`config.mk`:
```
export PLATFORM = sky130hd
export DESIGN_NAME = flash_ctrl
export DESIGN_NICKNAME = d
export VERILOG_FILES = /design/src/rtl/flash_pkg.sv /design/src/rtl/flash_cmd_seq.sv /design/src/rtl/flash_op_timer.sv /design/src/rtl/flash_store.sv /design/src/rtl/flash_ctrl.sv
export SDC_FILE = /design/constraint.sdc
export NUM_CORES = 1
export LEC_CHECK = 0
export ABC_AREA = 1
export BUFFER_PORTS_ARGS = -buffer_cell sky130_fd_sc_hd__buf_2
export CAP_MARGIN = 5
export CELL_PAD_IN_SITES_DETAIL_PLACEMENT = 1
export CELL_PAD_IN_SITES_GLOBAL_PLACEMENT = 1
export CORE_ASPECT_RATIO = 0.7
export CORE_MARGIN = 1.5
export CORE_UTILIZATION = 26
export CTS_CLUSTER_DIAMETER = 40
export DETAILED_ROUTE_END_ITERATION = 16
export GPL_TIMING_DRIVEN = 1
export PLACE_DENSITY = 0.56
export SYNTH_ARGS = -nofsm -noshare
export SYNTH_HDL_FRONTEND = slang
export SYNTH_HIERARCHICAL = 1
export SYNTH_SLANG_ARGS = --single-unit
export TNS_END_PERCENT = 100
```
`constraint.sdc`:
```
create_clock -name clk_i -period 8 [get_ports clk_i]
set_input_delay 1.2 -clock clk_i [delete_from_list [all_inputs] [get_ports clk_i]]
set_output_delay 1.2 -clock clk_i [all_outputs]
set_load 0.01 [all_outputs]
```
`src/rtl/flash_pkg.sv`:
```
package flash_pkg;
  localparam int ADDR_W  = 18;
  localparam int DATA_W  = 8;
  localparam int NUM_BLK = 5;

  typedef enum logic [2:0] {BLK_MAIN_LO, BLK_MAIN_HI, BLK_PAR_LO, BLK_PAR_HI, BLK_BOOT} blk_e;
  typedef enum logic [1:0] {OP_NONE, OP_PROG, OP_ERASE} op_e;

  localparam logic [ADDR_W-1:0] UNLOCK_A = 18'h05555;
  localparam logic [ADDR_W-1:0] UNLOCK_B = 18'h02AAA;
  localparam logic [DATA_W-1:0] KEY_A    = 8'hAA;
  localparam logic [DATA_W-1:0] KEY_B    = 8'h55;
  localparam logic [DATA_W-1:0] C_PROG   = 8'hA0;
  localparam logic [DATA_W-1:0] C_SETUP  = 8'h80;
  localparam logic [DATA_W-1:0] C_ERASE  = 8'h30;
  localparam logic [DATA_W-1:0] C_LOCK   = 8'h40;

  localparam logic [ADDR_W-1:0] BASE_BOOT   = 18'h3C000;
  localparam logic [ADDR_W-1:0] BASE_PAR_HI = 18'h3A000;
  localparam logic [ADDR_W-1:0] BASE_PAR_LO = 18'h38000;
  localparam logic [ADDR_W-1:0] BASE_MAIN_HI = 18'h20000;

  function automatic blk_e blk_of(logic [ADDR_W-1:0] a);
    if (a >= BASE_BOOT)         return BLK_BOOT;
    else if (a >= BASE_PAR_HI)  return BLK_PAR_HI;
    else if (a >= BASE_PAR_LO)  return BLK_PAR_LO;
    else if (a >= BASE_MAIN_HI) return BLK_MAIN_HI;
    else                        return BLK_MAIN_LO;
  endfunction
endpackage

```
`src/rtl/flash_cmd_seq.sv`:
```
module flash_cmd_seq
  import flash_pkg::*;
(
  input  logic              clk_i,
  input  logic              rst_ni,
  input  logic              wr_i,
  input  logic [ADDR_W-1:0] addr_i,
  input  logic [DATA_W-1:0] data_i,
  output logic              start_o,
  output op_e               op_o,
  output logic              lock_set_o
);
  typedef enum logic [2:0] {S_IDLE, S_U1, S_U2, S_PGM, S_SET, S_SU1, S_SU2} seq_e;
  seq_e state_q, state_d;

  function automatic logic hit(logic [ADDR_W-1:0] a, logic [DATA_W-1:0] d,
                               logic [ADDR_W-1:0] ea, logic [DATA_W-1:0] ed);
    return (a == ea) && (d == ed);
  endfunction

  always_comb begin
    state_d    = state_q;
    start_o    = 1'b0;
    op_o       = OP_PROG;
    lock_set_o = 1'b0;
    if (wr_i) begin
      state_d = S_IDLE;  // any mismatch falls back to read mode
      case (state_q)
        S_IDLE: if (hit(addr_i, data_i, UNLOCK_A, KEY_A)) state_d = S_U1;
        S_U1:   if (hit(addr_i, data_i, UNLOCK_B, KEY_B)) state_d = S_U2;
        S_U2: begin
          if (hit(addr_i, data_i, UNLOCK_A, C_PROG))       state_d = S_PGM;
          else if (hit(addr_i, data_i, UNLOCK_A, C_SETUP)) state_d = S_SET;
        end
        S_PGM:  start_o = 1'b1;
        S_SET:  if (hit(addr_i, data_i, UNLOCK_A, KEY_A)) state_d = S_SU1;
        S_SU1:  if (hit(addr_i, data_i, UNLOCK_B, KEY_B)) state_d = S_SU2;
        S_SU2: begin
          if (data_i == C_ERASE) begin
            start_o = 1'b1;
            op_o    = OP_ERASE;
          end else if (hit(addr_i, data_i, UNLOCK_A, C_LOCK)) begin
            lock_set_o = 1'b1;
          end
        end
        default: state_d = S_IDLE;
      endcase
    end
  end

  always_ff @(posedge clk_i or negedge rst_ni) begin
    if (!rst_ni) state_q <= S_IDLE;
    else         state_q <= state_d;
  end
endmodule

```
`src/rtl/flash_op_timer.sv`:
```
module flash_op_timer
  import flash_pkg::*;
#(
  parameter int PROG_CYC  = 12500,
  parameter int ERASE_CYC = 250000
) (
  input  logic clk_i,
  input  logic rst_ni,
  input  logic start_i,
  input  op_e  op_i,
  output logic busy_o,
  output logic done_o
);
  localparam int MAX_CYC = (PROG_CYC > ERASE_CYC) ? PROG_CYC : ERASE_CYC;
  localparam int CNT_W   = $clog2(MAX_CYC + 1);

  logic [CNT_W-1:0] cnt_q;
  logic             busy_q;

  assign busy_o = busy_q;
  assign done_o = busy_q && (cnt_q == CNT_W'(1));

  always_ff @(posedge clk_i or negedge rst_ni) begin
    if (!rst_ni) begin
      cnt_q  <= '0;
      busy_q <= 1'b0;
    end else if (start_i) begin
      cnt_q  <= (op_i == OP_ERASE) ? CNT_W'(ERASE_CYC) : CNT_W'(PROG_CYC);
      busy_q <= 1'b1;
    end else if (busy_q) begin
      cnt_q <= cnt_q - CNT_W'(1);
      if (cnt_q == CNT_W'(1)) busy_q <= 1'b0;
    end
  end
endmodule

```
`src/rtl/flash_store.sv`:
```
module flash_store
  import flash_pkg::*;
#(
  parameter int OFS_W = 2
) (
  input  logic              clk_i,
  input  logic              por_ni,
  input  logic              commit_i,
  input  op_e               op_i,
  input  blk_e              blk_i,
  input  logic [OFS_W-1:0]  ofs_i,
  input  logic [DATA_W-1:0] data_i,
  input  blk_e              rd_blk_i,
  input  logic [OFS_W-1:0]  rd_ofs_i,
  output logic [DATA_W-1:0] rd_data_o
);
  localparam int DEPTH     = 1 << OFS_W;
  localparam int BLK_SLOTS = 1 << $bits(blk_e);

  logic [DATA_W-1:0] rd_bus [BLK_SLOTS];

  for (genvar b = 0; b < BLK_SLOTS; b++) begin : g_blk
    if (b < NUM_BLK) begin : g_used
      logic [DATA_W-1:0] cell_q [DEPTH];
      logic              sel;
      assign sel = commit_i && (blk_i == blk_e'(b));

      always_ff @(posedge clk_i or negedge por_ni) begin
        if (!por_ni) begin
          for (int i = 0; i < DEPTH; i++) cell_q[i] <= '1;
        end else if (sel) begin
          if (op_i == OP_ERASE) begin
            for (int i = 0; i < DEPTH; i++) cell_q[i] <= '1;
          end else begin
            cell_q[ofs_i] <= cell_q[ofs_i] & data_i;  // bits only clear
          end
        end
      end
      assign rd_bus[b] = cell_q[rd_ofs_i];
    end else begin : g_none
      assign rd_bus[b] = '1;
    end
  end

  assign rd_data_o = rd_bus[rd_blk_i];
endmodule

```
`src/rtl/flash_ctrl.sv`:
```
module flash_ctrl
  import flash_pkg::*;
#(
  parameter int PROG_CYC  = 12500,
  parameter int ERASE_CYC = 250000,
  parameter int OFS_W     = 2
) (
  input  logic              clk_i,
  input  logic              por_ni,
  input  logic              rst_ni,
  input  logic              ce_ni,
  input  logic              oe_ni,
  input  logic              we_ni,
  input  logic [ADDR_W-1:0] addr_i,
  input  logic [DATA_W-1:0] data_i,
  output logic [DATA_W-1:0] data_o,
  output logic              data_oe_o
);
  logic ctl_rst_n;
  assign ctl_rst_n = por_ni & rst_ni;

  logic we_q, rd_q, rd_act, wr_stb;
  logic busy, done;
  logic seq_start, seq_lock, start_ok;
  op_e  seq_op;
  blk_e in_blk;

  op_e               op_q;
  blk_e              blk_q;
  logic [OFS_W-1:0]  ofs_q;
  logic [DATA_W-1:0] dat_q;
  logic              poll_b7_q, toggle_q, lock_q;
  logic [DATA_W-1:0] rd_data;

  assign in_blk   = blk_of(addr_i);
  assign rd_act   = !ce_ni && !oe_ni && we_ni;
  assign wr_stb   = !ce_ni && !we_q && we_ni && !busy;
  assign start_ok = seq_start && !(lock_q && in_blk == BLK_BOOT);

  always_ff @(posedge clk_i or negedge ctl_rst_n) begin
    if (!ctl_rst_n) begin
      we_q <= 1'b1;
      rd_q <= 1'b0;
    end else begin
      we_q <= we_ni;
      rd_q <= rd_act;
    end
  end

  flash_cmd_seq i_seq (
    .clk_i      (clk_i),
    .rst_ni     (ctl_rst_n),
    .wr_i       (wr_stb),
    .addr_i     (addr_i),
    .data_i     (data_i),
    .start_o    (seq_start),
    .op_o       (seq_op),
    .lock_set_o (seq_lock)
  );

  flash_op_timer #(.PROG_CYC(PROG_CYC), .ERASE_CYC(ERASE_CYC)) i_timer (
    .clk_i   (clk_i),
    .rst_ni  (ctl_rst_n),
    .start_i (start_ok),
    .op_i    (seq_op),
    .busy_o  (busy),
    .done_o  (done)
  );

  always_ff @(posedge clk_i or negedge ctl_rst_n) begin
    if (!ctl_rst_n) begin
      op_q      <= OP_NONE;
      blk_q     <= BLK_MAIN_LO;
      ofs_q     <= '0;
      dat_q     <= '1;
      poll_b7_q <= 1'b1;
      toggle_q  <= 1'b0;
    end else if (start_ok) begin
      op_q      <= seq_op;
      blk_q     <= in_blk;
      ofs_q     <= addr_i[OFS_W-1:0];
      dat_q     <= data_i;
      poll_b7_q <= (seq_op == OP_ERASE) ? 1'b1 : data_i[7];
      toggle_q  <= 1'b0;
    end else if (busy && rd_q && !rd_act) begin
      toggle_q  <= ~toggle_q;
    end
  end

  // lockout survives bus reset; only power-on clears it
  always_ff @(posedge clk_i or negedge por_ni) begin
    if (!por_ni)       lock_q <= 1'b0;
    else if (seq_lock) lock_q <= 1'b1;
  end

  flash_store #(.OFS_W(OFS_W)) i_store (
    .clk_i     (clk_i),
    .por_ni    (por_ni),
    .commit_i  (done),
    .op_i      (op_q),
    .blk_i     (blk_q),
    .ofs_i     (ofs_q),
    .data_i    (dat_q),
    .rd_blk_i  (in_blk),
    .rd_ofs_i  (addr_i[OFS_W-1:0]),
    .rd_data_o (rd_data)
  );

  assign data_oe_o = rd_act;
  always_comb begin
    if (!rd_act)   data_o = '0;
    else if (busy) data_o = {~poll_b7_q, toggle_q, 6'b0};
    else           data_o = rd_data;
  end
endmodule

```
After elaboration in Yosys (flattened, before gate mapping) --
Index checks and enable logic that the tools add are counted.
Operators by class: add/subtract/negate cells 1, magnitude comparators 8, eq/ne operators 22, muxes and demuxes 77, bitwise logic cells 11, reductions and logical operators 31
Operator list (count):
- $mux 8 | 25
- $bmux 8 s2 | 10
- $bwmux 32 | 5
- $mux 32 | 5
- $ge 18x18->1 const B | 4
- $mux 18 | 3
- $and 8x8->8 | 5
- $bmux 8 s3 | 1
- $eq 8x8->1 const B | 3
- $logic_and 1x1->1 | 21
- $eq 18x1->1 const B | 1
- $eq 18x14->1 const B | 1
- $eq 18x15->1 const B | 1
- $sub 18x1->18 const B | 1
- $demux 8 s2 | 1
- $eq 8x7->1 const B | 2
- $eq 3x3->1 const B | 5
- $mux 3 | 5
- $pmux 3 s5 | 1
- $mux 1 | 14
- $eq 3x2->1 const B | 4
- $mux 2 | 6
- $eq 8x6->1 const B | 1
- $eq 3x1->1 const B | 2
- other kinds (12) | 23
Storage, ports and cells: register bits after elaboration 202, bits of input ports 32, output and inout bits 9, logic and storage cells 182

Depth between registers and ports, before layout --
Gate-level depths: netlist of run 1.
depth after elaboration 11, mapped depth 18, gate-level depth less buffers 16

By module --
The synthesis of run 1 kept the hierarchy.
By module, submodules not included:
- flash_store | instances 1, cells each 1186, area each 9276.4 um^2, seq. area each 4204.0 um^2
- flash_op_timer | instances 1, cells each 168, area each 1260.0 um^2, seq. area each 475.5 um^2
- flash_ctrl | instances 1, cells each 124, area each 1014.7 um^2, seq. area each 513.0 um^2
- flash_cmd_seq | instances 1, cells each 121, area each 628.1 um^2, seq. area each 75.1 um^2

Worst setup path after synthesis of run 1 --
No wires, ideal clock.
path kind input-to-output, start in addr_i[17], end out data_o[7], arrival 2.612 ns, data required time 6.800 ns, setup slack 4.188 ns, stages 9, buffers on the path 1, cell sequence inv_1 nor3_1 clkbuf_1 nor2_1 nand2_1 a21oi_1 nor2_1 nor2_1 a211oi_1
On the way: elaborated cells between the ends (all ways) 14, those cells by class order compare: 4; mux: 9; bitwise: 1
RTL lines:
- start: declaration | RTL line flash_ctrl.sv:14 | input logic [ADDR_W-1:0] addr_i,
- $ge 18x18->1 | RTL line flash_pkg.sv:26 | else if (a >= BASE_PAR_LO) return BLK_PAR_LO;
- $mux 2 | RTL line flash_pkg.sv:26
- $mux 2 | RTL line flash_pkg.sv:25 | else if (a >= BASE_PAR_HI) return BLK_PAR_HI;
- $mux 3 (*) | RTL line flash_pkg.sv:24 | if (a >= BASE_BOOT) return BLK_BOOT;
- net in_blk[1] | RTL line flash_ctrl.sv:26 | blk_e in_blk;
- $not 3->4 (not written as such) (*) | RTL line flash_store.sv:45 | assign rd_data_o = rd_bus[rd_blk_i];
- $bmux 8 s3 (*) | RTL line flash_store.sv:45
- $mux 8 (not written as such) (*) (2 in a row) | RTL line flash_store.sv:45
- net rd_data[7] | RTL line flash_ctrl.sv:33 | logic [DATA_W-1:0] rd_data;
- $mux 8 (*) | RTL line flash_ctrl.sv:112 | else if (busy) data_o = {~poll_b7_q, toggle_q, 6'b0};
- $mux 8 (*) | RTL line flash_ctrl.sv:111 | if (!rd_act) data_o = '0;
- end: declaration | RTL line flash_ctrl.sv:16 | output logic [DATA_W-1:0] data_o,
Mark *: on every way through the listed nets, which the timed path passes. The rest lies on a longest branch. The select of a mux whose other input is x is not followed.

Worst setup path in the final report of run 1 --
start in addr_i[1], end out data_o[7]
On the way: cells in the longest elaborated chain, start to end 11, elaborated cells between the ends (all ways) 30, those cells by class order compare: 4; mux: 24; bitwise: 2
RTL lines:
- $ge 18x18->1 | RTL line flash_pkg.sv:27 | else if (a >= BASE_MAIN_HI) return BLK_MAIN_HI;
- $mux 1 | RTL line flash_pkg.sv:27
- $mux 2 | RTL line flash_pkg.sv:26
- $mux 2 | RTL line flash_pkg.sv:25
- $mux 3 | RTL line flash_pkg.sv:24
- $not 3->4 (not written as such) | RTL line flash_store.sv:45
- $bmux 8 s3 (*) | RTL line flash_store.sv:45
- $mux 8 (not written as such) (*) (2 in a row) | RTL line flash_store.sv:45
- net rd_data[7] | RTL line flash_ctrl.sv:33
- $mux 8 (*) | RTL line flash_ctrl.sv:112
- $mux 8 (*) | RTL line flash_ctrl.sv:111
Marks and branches as above.

==> impl_metrics.toml, run 1 <==
[timing]
hold_violations = 0
relSlewSlack_pct = 33.09
post-route-min-period_ps = 5153
finalSetupViolCount = 0
finalWorstSetupSlack_ps = 2847
tightest_slew_ps = 1000
fin_crit_sh_pct = 64.41
timing.setup.tns_ps = 0
hold_ws_ps = 476.7
rsz0062_at_grt = "false"
max_freq_mhz = 194.1
skew_ps = 17.53
drv_slew = 0

[global_route]
grt_overflow = 0
use_met1_pct = 31.54
antenna_found_initial = 0
grt_pass1_vias = 11450
grt_util_met2_pct = 26.48
grt_pass1_wl_mm = 72.27
grtUsageTotal_pct = 19.94
grt_max_degree = 87
top_usage_layer = "met1"
met3_usage_pct = 4.949

[finish]
fin_cells = 2275
final_cell_area_um2 = 14100
n_antenna_cell = 0
final_util_pct = 30.43
area_growth_pct = 15.75
nNetsFinal = 1673
drive_gt1_share_pct = 25.02

[setup_path]
reg2reg_from = "i_timer/busy_o"
crit_fanout = 28
endpoint_kind = "primary output"
critPathKind = "in2out"
worst_setup_path_start_kind = "primary input"
startpoint = "addr_i[1]"
worst_ep_arrival_time_ps = 3950
cp.required_ps = 6800

[place]
port_buffers = 40
dp_cells = 2212
dpl_cell_area_um2 = 12940
dp_hpwl_mm = 32.89
post-place-ws_ps = 2881
place_congestion = 0.8583

[die]
rows = 66
dieHeight_um = 184.1
fp.coreArea_um2 = 46330
initial_core_util_pct = 26.29
die_w_um = 261.7
io_pins = 41
die-area_um2 = 48170

[clocking]
postCtsSetupRepairBufs = 0
cts-root-buf = "clkbuf_16"
clkTransAtPathRegs_ps = 50
clockBufferDepth = 3
clock_sinks = 202
cts_hold_buf = 0
cts_resized = 0
cts_tree = "built"
cts_buffers = 37
clkLatencyLatePin_ps = 520
htreeDepth = 2

[routing]
avgViaCountPerCell = 4.931
drt_pass1_iterations = 11
drtAntennaViolNets = 0
drtIter0Drc = 951
via_count = 11220
drc = 1
wire_per_inst_um = 20.67
drt-total-wl_mm = 47.02

[logic_synthesis]
netlist_instances = 1599
yosys_warnings = 6
ys_types = 46
synth_top_area_share_pct = 36.68
netlist_area_um2 = 12180
synth_seq_cells = 202
syn_avg_cell_area_um2 = 7.617
synthTopCellsByArea = "dfstp_2 (37%), nand2_1 (9.8%), a21oi_1 (8.6%)"
yosys.area.top_type = "dfstp_2"
syn_nets = 1633
synth_seq_area_share_pct = 43.25

[power_and_ir_drop]
ir_drop_mv = 0.1000
total_power_mw = 2.973
p_leak_nw = 5.682
p_per_area_nw_per_um2 = 210.9

[hold_path]
min-delay-start = "poll_b7_q"
hp-class = "reg2reg"

[job]
cap_viol_max_count = 0

[outcome]
violations = "DRC"
status = "finished, violations left"
## cell usage in the layout, fill, tap and decap left out, types with 33 or more instances in the layout
| cell | synthesis | routed |
|---|---|---|
| nand3_1 | 123 | 123 |
| o21ai_0 | 44 | 44 |
| dfstp_2 | 170 | 170 |
| a21oi_1 | 209 | 209 |
| inv_1 | 159 | 157 |
| nand2_1 | 317 | 316 |
| o22ai_1 | 33 | 33 |
| buf_2 | 14 | 38 |
| nor2_1 | 256 | 256 |
| clkbuf_16 | 0 | 37 |
| o21ai_1 | 33 | 33 |
## area by class of cell
class	instances	area [um^2]
clock buffer	50	1035
fill	5616	32230
inverter	186	718.2
sequential	202	5268
multi-input combinational	1161	5897
clock inverter	13	122.6
tap	612	765.7
timing repair buffer	51	291.5
## cell usage after synthesis, drive strengths merged
library cell / count
o21ai: 81
clkinv: 4
buf: 33
o22ai: 43
nand3b: 3
clkbuf: 17
nor2: 295
or2: 1
nand2: 341
dfrtp: 32
nand4: 19
nor4: 4
o21bai: 1
a211oi: 1
nor3: 26
xor2: 2
a21oi: 209
o41ai: 1
dfstp: 170
inv: 182
nand3: 132
ha: 2
## sequential cells by signal, summed over array words and instances (netlist names)
name / count
rd_q: 1
lock_q: 1
poll_b7_q: 1
i_timer/cnt_q: 18
ofs_q: 2
dat_q: 8
blk_q: 3
i_timer/busy_o: 1
we_q: 1
toggle_q: 1
i_seq/state_q: 3
i_store/g_blk.g_used.cell_q: 160
op_q: 2
## worst paths after layout
path                                                      end  slack (ps)  cells after the start
min                                                 poll_b7_q         480                      2
min in group asynchronous  i_store/g_blk[1].g_used.cell_q[13]         890                      1
max                                                 data_o[7]        2850                     11
max reg2reg                                 i_timer/cnt_q[17]        4180                     11
min reg2reg                                         poll_b7_q         480                      2
max in group asynchronous                            ofs_q[0]        6090                      3
## power by group
part	internal, mW	leakage [nW]	switching (mW)
combinational	0.0991	2.95	0.244
clock	0.941	0.562	0.557
sequential	1.07	2.17	0.0612
## cells by family after synthesis
family                   count (synthesis)  synth area share [%]
AND/OR/NAND/NOR                        821                 33.03
AO/OA/AOI/OAI                          336                 14.96
buffers and inverters                  236                 8.414
flip-flops                             202                 43.25
XOR/XNOR                                 2                0.1439
adder cells (fa/ha/maj)                  2                0.2054
## critical path, stage by stage
cell,delay (ps)
buf_2,520
clkinv_1,710
buf_4,440
nand3_1,120
nand3_1,80
nand3_1,110
nor2_1,70
nor2_1,150
nor2_1,60
a211oi_1,260
buf_2,190
## routing by layer
layer | vias to the layer above | share of wire (%)
met3 | 60 | 6.7
met2 | 248 | 39
li1 | 5309 | -
met4 | 0 | 1.6
met1 | 5600 | 53
met5 | - | 0
Power figures use the tool's default switching activity.
==> run 2: changes to the inputs <==
- ABC_AREA: 1 -> 0
- PLACE_DENSITY: 0.56 -> 0.53
- clock period: 8 -> 5.3 ns (I/O delays scaled with it)
==> impl_metrics.toml, run 2 <==
[outcome]
status = "completed"

[timing]
relSlewSlack_pct = 16.04
timing.setup.tns_ps = 0
rsz0062_at_grt = "false"
finalSetupViolCount = 0
max_freq_mhz = 240.0
tightest_slew_ps = 1251
drv_slew = 0
hold_violations = 0
fin_crit_sh_pct = 78.62
post-route-min-period_ps = 4167
skew_ps = 12.53

[logic_synthesis]
yosys_warnings = 6
ys_types = 76
yosys.area.top_type = "dfstp_2"
async_flop_share_pct = 100.0
synthTopCellsByArea = "dfstp_2 (40%), mux4_2 (12%), dfrtp_1 (7.1%)"
synthTopCellsByCount = "dfstp_2 (170), nand2_1 (123), o21ai_0 (99), nor2_1 (91), a21oi_1 (69)"
synth-edff-count = 0
synth_seq_cells = 202
post-synth-top-count-cell = "dfstp_2"
syn_nets = 1037
synth_top_area_share_pct = 39.88
syn_avg_cell_area_um2 = 11.17
synth_seq_area_share_pct = 47.03
synthFlopType = "dfstp_2"
netlist_area_um2 = 11200
netlist_instances = 1003

[setup_path]
rrSetupSlack_ps = 1340
endpoint_kind = "primary output"
path_cells = "buf_2 -> nand2b_1 -> a31oi_4 -> buf_4 -> mux4_2 -> mux2_2 -> nand2_1 -> a31oi_1 -> nor2_1 -> a211oi_1 -> buf_2"
worst_setup_path_start_kind = "primary input"
cp.required_ps = 4510
cp.depth = 11
r2r_end = "i_timer/cnt_q[12]"
ff2ff_path_depth = 12
startpoint = "addr_i[14]"
crit_buf_inv = 3
crit_fanout = 19
cp-endpoint = "data_o[7]"
cp_common_cell = "buf_2"
critical_path.top_delay_family = "compound AO/OA/AOI/OAI gates"
critPathKind = "in2out"
worst_ep_arrival_time_ps = 3370
crit_slowest_cell = "a31oi_4"
crit_path_max_incr_delay_ps = 550
reg2reg_from = "i_timer/busy_o"

[power_and_ir_drop]
p_per_area_nw_per_um2 = 286.6
total_power_mw = 3.718
ir_drop_mv = 0.2219
p_leak_nw = 4.581

[routing]
avgViaCountPerCell = 5.115
drt-total-wl_mm = 35.19
drc = 0
wire_per_inst_um = 21.80
drt_pass1_iterations = 5
drtAntennaViolNets = 0
drtIter0Drc = 408
via_count = 8256

[die]
rows = 63
io_pins = 41
dieHeight_um = 176.7
die_w_um = 251.1
initial_core_util_pct = 26.41
fp.coreArea_um2 = 42410
die-area_um2 = 44350

[clocking]
cts-root-buf = "clkbuf_16"
postCtsSetupRepairBufs = 0
cts_resized = 0
clkLatencyLatePin_ps = 570
cts_tree = "built"
clkTransAtPathRegs_ps = 60
clockBufferDepth = 3
clock_sinks = 202
cts_hold_buf = 0
htreeDepth = 1
cts_buffers = 30

[finish]
reg_top3 = "i_store/g_blk.g_used.cell_q: 160 flops, i_timer/cnt_q: 18 flops, dat_q: 8 flops"
final_cell_mix = "dfstp_2 (170), nand2_1 (123), o21ai_0 (99), nor2_1 (91), a21oi_1 (69)"
layout_commonest_cell = "dfstp_2"
drive_gt1_share_pct = 41.85
top_register = "i_store/g_blk.g_used.cell_q"
nNetsFinal = 1071
area_growth_pct = 15.84
largest_reg_flops = 160

[global_route]
grt_pass1_wl_mm = 54.90
grt_overflow = 0
antenna_found_initial = 0
grt_max_degree = 123
grt_pass1_vias = 8546
grtUsageTotal_pct = 16.28

[place]
dp_hpwl_mm = 24.44
port_buffers = 40
place_congestion = 0.7938

[hold_path]
hp-class = "in2async"

[job]
cap_viol_max_count = 0
[run 2: cell count changes after synthesis, moves of 19 or more]
cell / delta
nand2_1: -194
nor2_1: -165
inv_1: -149
a21oi_1: -140
nand3_1: -116
mux4_2: +62
o21ai_0: +55
a21oi_2: +40
o22ai_1: -30
nor2_4: -27
mux2i_1: +26
nand2_2: -20
inv_2: -19
[run 2: metrics by stage]
stage / hold WS, ps / util [%] / worst slack [ps] / std cells / instance area [um^2]
floorplan: 439.6 / - / 1790 / 1003 / 11200
global placement: 459.9 / 28.17 / 1155 / 1557 / 11950
detailed placement: 455.8 / 28.17 / 1129 / 1557 / 11950
CTS: 149.8 / 30.59 / 1143 / 1613 / 12970
global route: 180.2 / 30.59 / 989.9 / 1613 / 12970
finish: 175.9 / 30.60 / 1133 / 1614 / 12970
[run 2: final cells by class]
type	instances	area, um^2
multi-input cells	732	5557
clock inverters	21	224.0
diodes	1	2.502
well taps	552	690.7
flip-flops and latches	202	5273
inverters	11	46.29
fillers	4722	29430
repair buffers	60	381.6
clock buffers	35	800.8
[run 2: per-layer routing]
layer	track usage, %	up-vias	share of wire [%]
met4	3.589	0	1.9
met2	23.18	119	42
li1	-	3791	-
met3	2.647	43	3.4
met1	25.48	4303	53
met5	0	-	0
[run 2: kinds of logic (layout without fill, tap and decap cells)]
logic type / count (synthesis) / in the layout / share of synthesized area (%)
compound gates: 276 / 276 / 15.32
buf+inv: 69 / 127 / 3.575
flops: 202 / 202 / 47.03
mux: 109 / 109 / 17.67
simple gates: 334 / 334 / 15.33
fa+ha+maj: 2 / 2 / 0.2234
other cells: 0 / 1 / 0
xor+xnor: 11 / 11 / 0.8601
[run 2: how the worst min path moves through the flow]
stage	from	endpoint	slack (ps)	cells after the start
2_1_floorplan	lock_q	lock_q	440	1
3_3_place_gp	lock_q	lock_q	460	1
3_5_place_dp	lock_q	lock_q	460	1
4_1_cts	por_ni	lock_q	150	1
5_1_grt	por_ni	lock_q	180	1
6_report	por_ni	lock_q	180	1
[run 2: power by group]
part           switching [mW]  internal, mW
logic                  0.0922        0.0386
clock network           0.793          1.24
registers             0.00277          1.55
